==> config.mk <==
export PLATFORM = sky130hd
export DESIGN_NAME = quad_enc_irq
export DESIGN_NICKNAME = d
export VERILOG_FILES = /design/src/rtl/enc_pkg.sv /design/src/rtl/enc_filter.sv /design/src/rtl/enc_phase.sv /design/src/rtl/enc_chan.sv /design/src/rtl/quad_enc_irq.sv
export SDC_FILE = /design/constraint.sdc
export NUM_CORES = 1
export LEC_CHECK = 0
export ABC_AREA = 1
export BUFFER_PORTS_ARGS = -buffer_cell sky130_fd_sc_hd__buf_2
export CORE_UTILIZATION = 50
export CTS_CLUSTER_SIZE = 16
export DETAILED_ROUTE_END_ITERATION = 10
export PLACE_DENSITY = 0.68
export SYNTH_ARGS = -nofsm -noshare
export SYNTH_HDL_FRONTEND = slang
export SYNTH_SLANG_ARGS = --single-unit
==> constraint.sdc <==
create_clock -name clk -period 1.4 [get_ports clk]
set_input_delay 0.28 -clock clk [delete_from_list [all_inputs] [get_ports clk]]
set_output_delay 0.28 -clock clk [all_outputs]
set_load 0.02 [all_outputs]
==> src/rtl/enc_pkg.sv <==
package enc_pkg;

    // Decoder states, named by the filtered A then B level.
    typedef enum logic [1:0] {
        PH_00 = 2'b00,
        PH_10 = 2'b10,
        PH_11 = 2'b11,
        PH_01 = 2'b01
    } ph_state_t;

    function automatic ph_state_t ph_of(input logic a, input logic b);
        ph_state_t s;
        unique case ({a, b})
            2'b00:   s = PH_00;
            2'b10:   s = PH_10;
            2'b11:   s = PH_11;
            default: s = PH_01;
        endcase
        return s;
    endfunction

endpackage

==> src/rtl/enc_filter.sv <==
module enc_filter #(
    parameter int FILT_CYC = 8
) (
    input  logic clk,
    input  logic rst_n,
    input  logic raw,
    output logic clean
);
    localparam int CW = (FILT_CYC < 2) ? 1 : $clog2(FILT_CYC);
    localparam logic [CW-1:0] LAST = CW'(FILT_CYC - 1);

    logic          sync1, sync2;
    logic [CW-1:0] run;

    // Two-stage synchroniser.
    always_ff @(posedge clk or negedge rst_n) begin
        if (!rst_n) begin
            sync1 <= 1'b0;
            sync2 <= 1'b0;
        end else begin
            sync1 <= raw;
            sync2 <= sync1;
        end
    end

    // Accept a new level after FILT_CYC consecutive cycles of disagreement.
    always_ff @(posedge clk or negedge rst_n) begin
        if (!rst_n) begin
            clean <= 1'b0;
            run   <= '0;
        end else if (sync2 == clean) begin
            run <= '0;
        end else if (run == LAST) begin
            clean <= sync2;
            run   <= '0;
        end else begin
            run <= run + 1'b1;
        end
    end

endmodule

==> src/rtl/enc_phase.sv <==
module enc_phase
    import enc_pkg::*;
(
    input  logic clk,
    input  logic rst_n,
    input  logic a,
    input  logic b,
    output logic up,
    output logic dn
);
    ph_state_t state, nxt;

    assign nxt = ph_of(a, b);

    // State register: the state always follows the filtered inputs.
    always_ff @(posedge clk or negedge rst_n) begin
        if (!rst_n) state <= PH_00;
        else        state <= nxt;
    end

    // Outputs: a step is issued only on entry to PH_11.
    always_comb begin
        up = 1'b0;
        dn = 1'b0;
        unique case (state)
            PH_10:   up = (nxt == PH_11);
            PH_01:   dn = (nxt == PH_11);
            PH_00,
            PH_11:   ;
            default: ;
        endcase
    end

endmodule

==> src/rtl/enc_chan.sv <==
module enc_chan #(
    parameter int CNT_W = 3
) (
    input  logic             clk,
    input  logic             rst_n,
    input  logic             up,
    input  logic             dn,
    input  logic             clr,
    output logic [CNT_W-1:0] cnt,
    output logic             dir
);
    localparam logic [CNT_W-1:0] TOP = '1;
    localparam logic [CNT_W-1:0] ONE = CNT_W'(1);

    always_ff @(posedge clk or negedge rst_n) begin
        if (!rst_n) begin
            cnt <= '0;
            dir <= 1'b0;
        end else if (clr) begin
            // Restart from zero, keeping a step that lands on the same edge.
            cnt <= up ? ONE : '0;
            if (up)      dir <= 1'b0;
            else if (dn) dir <= 1'b1;
        end else if (up) begin
            cnt <= (cnt == TOP) ? TOP : cnt + 1'b1;
            dir <= 1'b0;
        end else if (dn) begin
            cnt <= (cnt == '0) ? '0 : cnt - 1'b1;
            dir <= 1'b1;
        end
    end

endmodule

==> src/rtl/quad_enc_irq.sv <==
module quad_enc_irq #(
    parameter int CHANNELS = 3,
    parameter int CNT_W    = 3,
    parameter int FILT_CYC = 8
) (
    input  logic                            clk,
    input  logic                            rst_n,
    input  logic [CHANNELS-1:0]             enc_a,
    input  logic [CHANNELS-1:0]             enc_b,
    input  logic                            cs,
    input  logic                            rd_mode,
    output logic                            irq,
    output logic [CHANNELS*(CNT_W+1)-1:0]   snap
);
    localparam int FLD_W  = CNT_W + 1;
    localparam int SNAP_W = CHANNELS * FLD_W;

    logic [CHANNELS-1:0]       a_cl, b_cl, up_w, dn_w, dir_w;
    logic [CHANNELS*CNT_W-1:0] cnt_w;
    logic [SNAP_W-1:0]         fields;
    logic                      cs_q, strobe, any_step;

    always_ff @(posedge clk or negedge rst_n) begin
        if (!rst_n) cs_q <= 1'b0;
        else        cs_q <= cs;
    end

    assign strobe   = cs_q & ~cs & rd_mode;
    assign any_step = |(up_w | dn_w);

    for (genvar i = 0; i < CHANNELS; i++) begin : g_ch
        enc_filter #(.FILT_CYC(FILT_CYC)) u_fa (
            .clk(clk), .rst_n(rst_n), .raw(enc_a[i]), .clean(a_cl[i]));
        enc_filter #(.FILT_CYC(FILT_CYC)) u_fb (
            .clk(clk), .rst_n(rst_n), .raw(enc_b[i]), .clean(b_cl[i]));
        enc_phase u_ph (
            .clk(clk), .rst_n(rst_n), .a(a_cl[i]), .b(b_cl[i]),
            .up(up_w[i]), .dn(dn_w[i]));
        enc_chan #(.CNT_W(CNT_W)) u_cn (
            .clk(clk), .rst_n(rst_n), .up(up_w[i]), .dn(dn_w[i]), .clr(strobe),
            .cnt(cnt_w[i*CNT_W +: CNT_W]), .dir(dir_w[i]));
        // Shift order per channel: direction first, then count LSB to MSB.
        assign fields[i*FLD_W +: FLD_W] = {cnt_w[i*CNT_W +: CNT_W], dir_w[i]};
    end

    always_ff @(posedge clk or negedge rst_n) begin
        if (!rst_n) begin
            irq  <= 1'b0;
            snap <= '0;
        end else begin
            if (any_step)    irq <= 1'b1;
            else if (strobe) irq <= 1'b0;
            if (strobe)      snap <= fields;
        end
    end

endmodule

==> flow_summary.json, run 1 <==
{
  "power_density_nw_per_um2": 1600,
  "crit_path_frequent_cell": "inv_1",
  "crit_path_top_delay_cell": "dfrtp_1",
  "syn_inst": 296,
  "yosys_warnings": 0,
  "finalMaxSlewViolations": 0,
  "ys_types": 23,
  "outcome": "finished clean",
  "worstPathRequired_ps": 1630,
  "htreeDepth": 3,
  "relSlewSlack_pct": 70.4,
  "ys_ff_latch": 68,
  "path_cells": "inv_1 > ha_2 > inv_1 > ha_1 > inv_1 > nand2_1 > nand4_1 > nand2_1",
  "syn_area_per_cell_um2": 10.1,
  "fillers": 476,
  "setup_viol": 0,
  "power_frac_clock_pct": 34.1,
  "min_path_type": "in -> reg",
  "grt.total_usage_pct": 16.7,
  "p_sw_share_pct": 28.1,
  "cp_slowest_stage_delay_ps": 400,
  "fin_crit_sh_pct": 94.0,
  "p_leak_nw": 1.93,
  "routed_wl_um": 4590,
  "worstPathArrival_ps": 1550,
  "max_clock_freq_mhz": 760,
  "clkLatencyLatePin_ps": 340,
  "finalInstanceArea_um2": 3500,
  "multi_input_area_um2": 1090,
  "io_buffers": 22,
  "vias": 1959,
  "gr-total-overflow": 0,
  "ant_nets": 0,
  "tightest_slew_ps": 444,
  "final_common_cell": "dfrtp_1",
  "die_h_um": 79.2,
  "std_cell_rows": 27,
  "cts_buffers": 9,
  "netSwitchingPower_w": 0.00158,
  "dpl.hpwl_um": 3060,
  "drive_above_1_share_pct": 20.8,
  "critical_path.top_delay_family": "flip-flops",
  "post_dp_cell_area_um2": 3210,
  "clk_pin_slew_ps": 80,
  "core_um2": 5610,
  "initialDrtViolationCount": 62,
  "vias_per_cell": 4.80,
  "seq_area_um2": 1700,
  "place_congestion": 0.837,
  "grt_pass1_vias": 1874,
  "hold_viol": 0,
  "combPwrFrac_pct": 18.8,
  "yosysSeqAreaShare_pct": 57.1,
  "crit_path_max_fanout": 3,
  "wl_per_cell_um": 11.3,
  "seqPwrFrac_pct": 47.1,
  "grt_max_degree": 33,
  "diodes": 0,
  "cts_root_buf": "clkbuf_8",
  "peakVddDrop_mv": 0.848,
  "die-area_um2": 6270,
  "maxCapViolCount": 0,
  "p_int_w": 0.00403,
  "drt_pre_antenna_iters": 4,
  "synth_nets": 330,
  "initial_core_util_pct": 53.1,
  "netlist_area_um2": 2980,
  "finalCriticalPeriod_ps": 1320,
  "io_pins": 23,
  "grt_pass1_wl_um": 7820,
  "fin_skew_ps": 8.41,
  "areaGrowthSynthToFinish_pct": 17.4,
  "fin_nets": 365,
  "antenna_found_initial": 0,
  "critPathLaunchType": "register",
  "clk_path_buf_depth": 2,
  "post-route-drc-count": 0,
  "fin_setup_tns_ps": 0,
  "numClockSinks": 68,
  "cts_tree": "yes",
  "path_class": "reg -> reg",
  "path_buf_inv": 3,
  "final_cell_mix": "dfrtp_1 (68), nand2_1 (60), inv_1 (36)",
  "worstSetupEndpointType": "register",
  "die_w_um": 79.2
}
## stage by stage
step                      worst slack (ps)  instances  hold WS [ps]  util [%]  total power [W]
after floorplan                        221        296         -15.6         -          0.00344
after global placement                 126        386           243      57.2          0.00364
after detailed placement              99.6        386           247      57.2          0.00368
after CTS                             73.4        403          20.6      61.6          0.00564
after global routing                 -16.4        408          27.5      62.4          0.00597
final                                 83.9        408          38.0      62.4          0.00561
## power by group through the flow
stage / Clock [W] / Sequential, W / Combinational (W)
2_1_floorplan: 0 / 0.00266 / 0.000771
3_3_place_gp: 0 / 0.00267 / 0.000966
3_5_place_dp: 0 / 0.00268 / 0.00100
4_1_cts: 0.00197 / 0.00266 / 0.00102
5_1_grt: 0.00203 / 0.00270 / 0.00124
6_report: 0.00192 / 0.00264 / 0.00105
## cell usage after synthesis
cell type / number / area (µm²)
a21oi_1: 7 / 35.0
a21oi_2: 1 / 8.76
buf_2: 1 / 5.00
buf_4: 1 / 7.51
clkbuf_1: 8 / 30.0
dfrtp_1: 68 / 1700
ha_1: 24 / 300
inv_1: 36 / 135
inv_2: 3 / 11.3
mux2_2: 6 / 67.6
nand2_1: 60 / 225
nand2_2: 3 / 18.8
nand2_4: 3 / 33.8
nand3_1: 11 / 55.1
nand3_2: 1 / 10.0
nand3b_4: 1 / 20.0
nand4_1: 6 / 37.5
nor2_1: 26 / 97.6
nor2_2: 1 / 6.26
nor3_1: 6 / 30.0
nor3b_1: 2 / 15.0
o21ai_0: 15 / 75.1
xnor2_1: 6 / 52.6
## registers in the layout, indices dropped and copies added, names as in the netlist
name / cells
g_ch.u_fb.clean: 3
irq: 1
snap: 12
g_ch.u_fb.sync1: 3
g_ch.u_fa.run: 9
g_ch.u_fa.clean: 3
g_ch.u_fa.sync1: 3
g_ch.u_cn.dir: 3
g_ch.u_cn.cnt: 9
g_ch.u_ph.state: 6
g_ch.u_fa.sync2: 3
cs_q: 1
g_ch.u_fb.run: 9
g_ch.u_fb.sync2: 3
## worst paths after layout
path	from	to	slack (ps)	cells past startpoint
max	g_ch[1].u_cn.cnt[0]	g_ch[1].u_cn.cnt[2]	80	8
min	enc_b[2]	g_ch[2].u_fb.sync1	40	1
max reg2reg	g_ch[1].u_cn.cnt[0]	g_ch[1].u_cn.cnt[2]	80	8
min reg2reg	g_ch[0].u_fa.sync1	g_ch[0].u_fa.sync2	350	0
max in group asynchronous	rst_n	g_ch[0].u_cn.dir	480	3
min in group asynchronous	rst_n	g_ch[2].u_fa.run[2]	410	2
## final cells by class
| cell class | count | share of cell area (%) |
|---|---|---|
| clock buffers | 9 | 3.54 |
| inverters | 39 | 4.18 |
| well taps | 72 | 2.58 |
| clock inverters | 7 | 3.29 |
| multi-input cells | 179 | 31.3 |
| repair buffers | 34 | 6.51 |
| flip-flops and latches | 68 | 48.6 |
## repair_timing
item	CTS	global route
hold buffers	1	0
hold endpoints to repair	15	0
endpoints found under the setup margin	0	4
setup buffers	0	5
gates resized for setup	0	2
## per-layer routing
layer	track usage, %	share of wire [%]	up-vias	wire, µm
met4	10.4	2.6	0	118
met2	27.0	47	37	2140
met3	3.79	3.7	9	168
met1	20.0	47	910	2170
met5	0	0	-	0
li1	-	-	1003	-
## cells by family after synthesis
kind of cell | share of synthesized area, %
AOI/OAI and AO/OA | 3.99
xor gates and xnor gates | 1.76
adders and majority gates | 10.1
buffers and inverters | 6.34
DFF | 57.1
muxes | 2.27
and+or+nand+nor | 18.4
Power figures use the tool's default switching activity.
==> run 2: changes to the inputs <==
--- a/config.mk
+++ b/config.mk
@@ -5,7 +5,6 @@
 export SDC_FILE = /design/constraint.sdc
 export NUM_CORES = 1
 export LEC_CHECK = 0
-export ABC_AREA = 1
 export BUFFER_PORTS_ARGS = -buffer_cell sky130_fd_sc_hd__buf_2
 export CORE_UTILIZATION = 50
 export CTS_CLUSTER_SIZE = 16
==> constraint.sdc (replaced) <==
create_clock -name clk -period 1.6 [get_ports clk]
set_input_delay 0.32 -clock clk [delete_from_list [all_inputs] [get_ports clk]]
set_output_delay 0.32 -clock clk [all_outputs]
set_load 0.02 [all_outputs]
==> run 2 against run 1 <==
Against the previous run:
- the flow now finishes with violations (hold timing)
- clock skew fell by 4.6 ps
- combinational power decreased by 29%
- register-to-register slack gained 40 ps
- via count is 3.9% lower
- utilization fell by 3.5 points
==> flow_summary.json, run 2 <==
{
  "wl_per_cell_um": 13.0,
  "finalCoreUtilization_pct": 58.9,
  "fin_setup_tns_ps": 0,
  "grt_use_met1_pct": 22.3,
  "p_leak_nw": 1.61,
  "postCtsSetupBuffers": 0,
  "critPathLaunchType": "register",
  "clkLatencyLatePin_ps": 330,
  "grt_use_met3_pct": 4.53,
  "synth_nets": 283,
  "yosysMostFrequentCell": "dfrtp_1",
  "yosysSeqAreaShare_pct": 57.9,
  "maxCapViolCount": 0,
  "cts_root_buf": "clkbuf_8",
  "synthArstFlopShare_pct": 100,
  "post-route-drc-count": 0,
  "grt.total_usage_pct": 17.5,
  "finalMaxSlewViolations": 0,
  "power_density_nw_per_um2": 1330,
  "failed_checks": "hold timing",
  "grt_pass1_wl_um": 8290,
  "synth_common_cells": "dfrtp_1 (68), nand2_1 (25), ha_1 (24)",
  "die_w_um": 78.6,
  "fillers": 484,
  "routed_wl_um": 4520,
  "areaGrowthSynthToFinish_pct": 11.7,
  "antenna_found_initial": 0,
  "grt_pass1_vias": 1895,
  "min_path_type": "in -> async",
  "holdWs_ps": -3.51,
  "largest_register_ffs": 12,
  "clk_path_buf_depth": 2,
  "worstPathArrival_ps": 1750,
  "synth.top_cell.area_share_pct": 57.9,
  "p_sw_share_pct": 30.3,
  "numClockSinks": 68,
  "io_buffers": 22,
  "fin_crit_sh_pct": 92.4,
  "finalCriticalPeriod_ps": 1480,
  "power_frac_clock_pct": 26.6,
  "p_int_w": 0.00304,
  "netSwitchingPower_w": 0.00132,
  "die-area_um2": 6180,
  "ctsResizeCount": 0,
  "diodes": 0,
  "initialDrtViolationCount": 99,
  "peakVddDrop_mv": 0.643,
  "vias_per_cell": 5.42,
  "vias": 1882,
  "drt_pre_antenna_iters": 4,
  "synth_top_cells_by_area": "dfrtp_1 (58%), ha_1 (10%), nand2_1 (3.2%)",
  "ant_nets": 0,
  "io_pins": 23,
  "std_cell_rows": 27,
  "relSlewSlack_pct": 76.9,
  "hold_viol": 7,
  "fin_skew_ps": 3.77,
  "die_h_um": 78.6,
  "ys_ff_latch": 68,
  "clk_pin_slew_ps": 70,
  "synth_edf_count": 0,
  "grtUsageMet2_pct": 27.3,
  "path_class": "reg -> reg",
  "tightest_slew_ps": 346,
  "outcome": "finished with violations",
  "initial_core_util_pct": 52.7,
  "synth_top_area_cell": "dfrtp_1",
  "netlist_area_um2": 2940,
  "seqPwrFrac_pct": 56.4,
  "combPwrFrac_pct": 17.0,
  "worstSetupEndpointType": "register",
  "fin_nets": 306,
  "synthFlopType": "dfrtp_1",
  "place_congestion": 0.869,
  "htreeDepth": 3,
  "final_common_cell": "dfrtp_1",
  "cts_hold_buffers": 0,
  "ys_types": 34,
  "worstPathRequired_ps": 1870,
  "core_um2": 5570,
  "cts_tree": "yes",
  "drive_above_1_share_pct": 17.8,
  "busiest_layer": "met2",
  "gr-total-overflow": 0,
  "setup_viol": 0,
  "crit_path_max_fanout": 4,
  "rsz0062_at_grt": "no",
  "grt_max_degree": 69,
  "yosys_warnings": 0,
  "cts_buffers": 9,
  "dpl.hpwl_um": 3080,
  "syn_inst": 249,
  "final_cell_mix": "dfrtp_1 (68), nand2_1 (25), ha_1 (24)",
  "syn_area_per_cell_um2": 11.8,
  "max_clock_freq_mhz": 676,
  "top_register": "snap"
}
run 2: cell types whose count changed in the layout (fill, tap and decap cells not counted), moves of 6 or more:
cell / change
xor2_1: +7
a31oi_1: +6
and2_1: +9
nand2_1: -35
nor2_1: -25
inv_1: -24
run 2: logic make-up (layout without fill, tap and decap cells):
group | after synthesis | count (layout) | synth area share, %
flops | 68 | 68 | 57.9
fa+ha+maj | 24 | 24 | 10.2
compound gates | 42 | 42 | 9.20
simple gates | 71 | 71 | 13.4
xor+xnor | 10 | 10 | 2.98
buf+inv | 28 | 54 | 3.92
mux | 6 | 6 | 2.30
run 2: critical path: stages (launching register included):
cell and delay (ps):
dfrtp_1 350, inv_1 80, ha_1 250, ha_1 200, o41ai_1 350, a221o_1 200
run 2: path summary, 6_finish.rpt:
kind / slack (ps) / to / from / depth (start not counted)
min in group clk: 90 / g_ch[1].u_fa.sync1 / enc_a[1] / 1
worst max register to register: 120 / g_ch[0].u_cn.cnt[0] / g_ch[0].u_cn.cnt[0] / 5
max in group asynchronous: 1330 / g_ch[2].u_cn.cnt[1] / rst_n / 2
worst min register to register: 350 / g_ch[0].u_fb.sync2 / g_ch[0].u_fb.sync1 / 0
worst max-delay path: 120 / g_ch[0].u_cn.cnt[0] / g_ch[0].u_cn.cnt[0] / 5
worst min-delay path: -4 / g_ch[1].u_fb.clean / rst_n / 2
run 2: area by class of cell:
type / instances / area [µm²] / area share (%)
sequential: 68 / 1700 / 51.9
multi-input combinational: 153 / 1120 / 34.1
timing repair buffer: 28 / 168 / 5.11
clock buffer: 11 / 141 / 4.31
tap: 72 / 90.1 / 2.75
inverter: 12 / 45.0 / 1.37
clock inverter: 3 / 15.0 / 0.458
run 2: through the flow:
| stage | hold WS [ps] | instance area (µm²) | power, W | setup WS (ps) | cells |
|---|---|---|---|---|---|
| 6_report | -3.51 | 3280 | 0.00436 | 122 | 347 |
| 2_1_floorplan | 24.4 | 2940 | 0.00306 | 230 | 249 |
| 3_3_place_gp | 331 | 3120 | 0.00320 | 183 | 333 |
| 5_1_grt | 28.5 | 3280 | 0.00468 | 10.6 | 347 |
| 4_1_cts | 0.0896 | 3280 | 0.00442 | 107 | 347 |
| 3_5_place_dp | 335 | 3120 | 0.00324 | 137 | 333 |
run 2: power groups by stage:
stage | registers [W] | logic [W] | clock network [W]
floorplan | 0.00229 | 0.000767 | 0
global placement | 0.00247 | 0.000727 | 0
detailed placement | 0.00249 | 0.000754 | 0
CTS | 0.00246 | 0.000758 | 0.00120
global route | 0.00253 | 0.000878 | 0.00128
finish | 0.00246 | 0.000743 | 0.00116
run 2: metal layers:
metal	up-vias	part of all wire, %
met5	-	0
met4	0	2.0
met3	8	3.6
met2	40	46
met1	924	48
li1	910	-
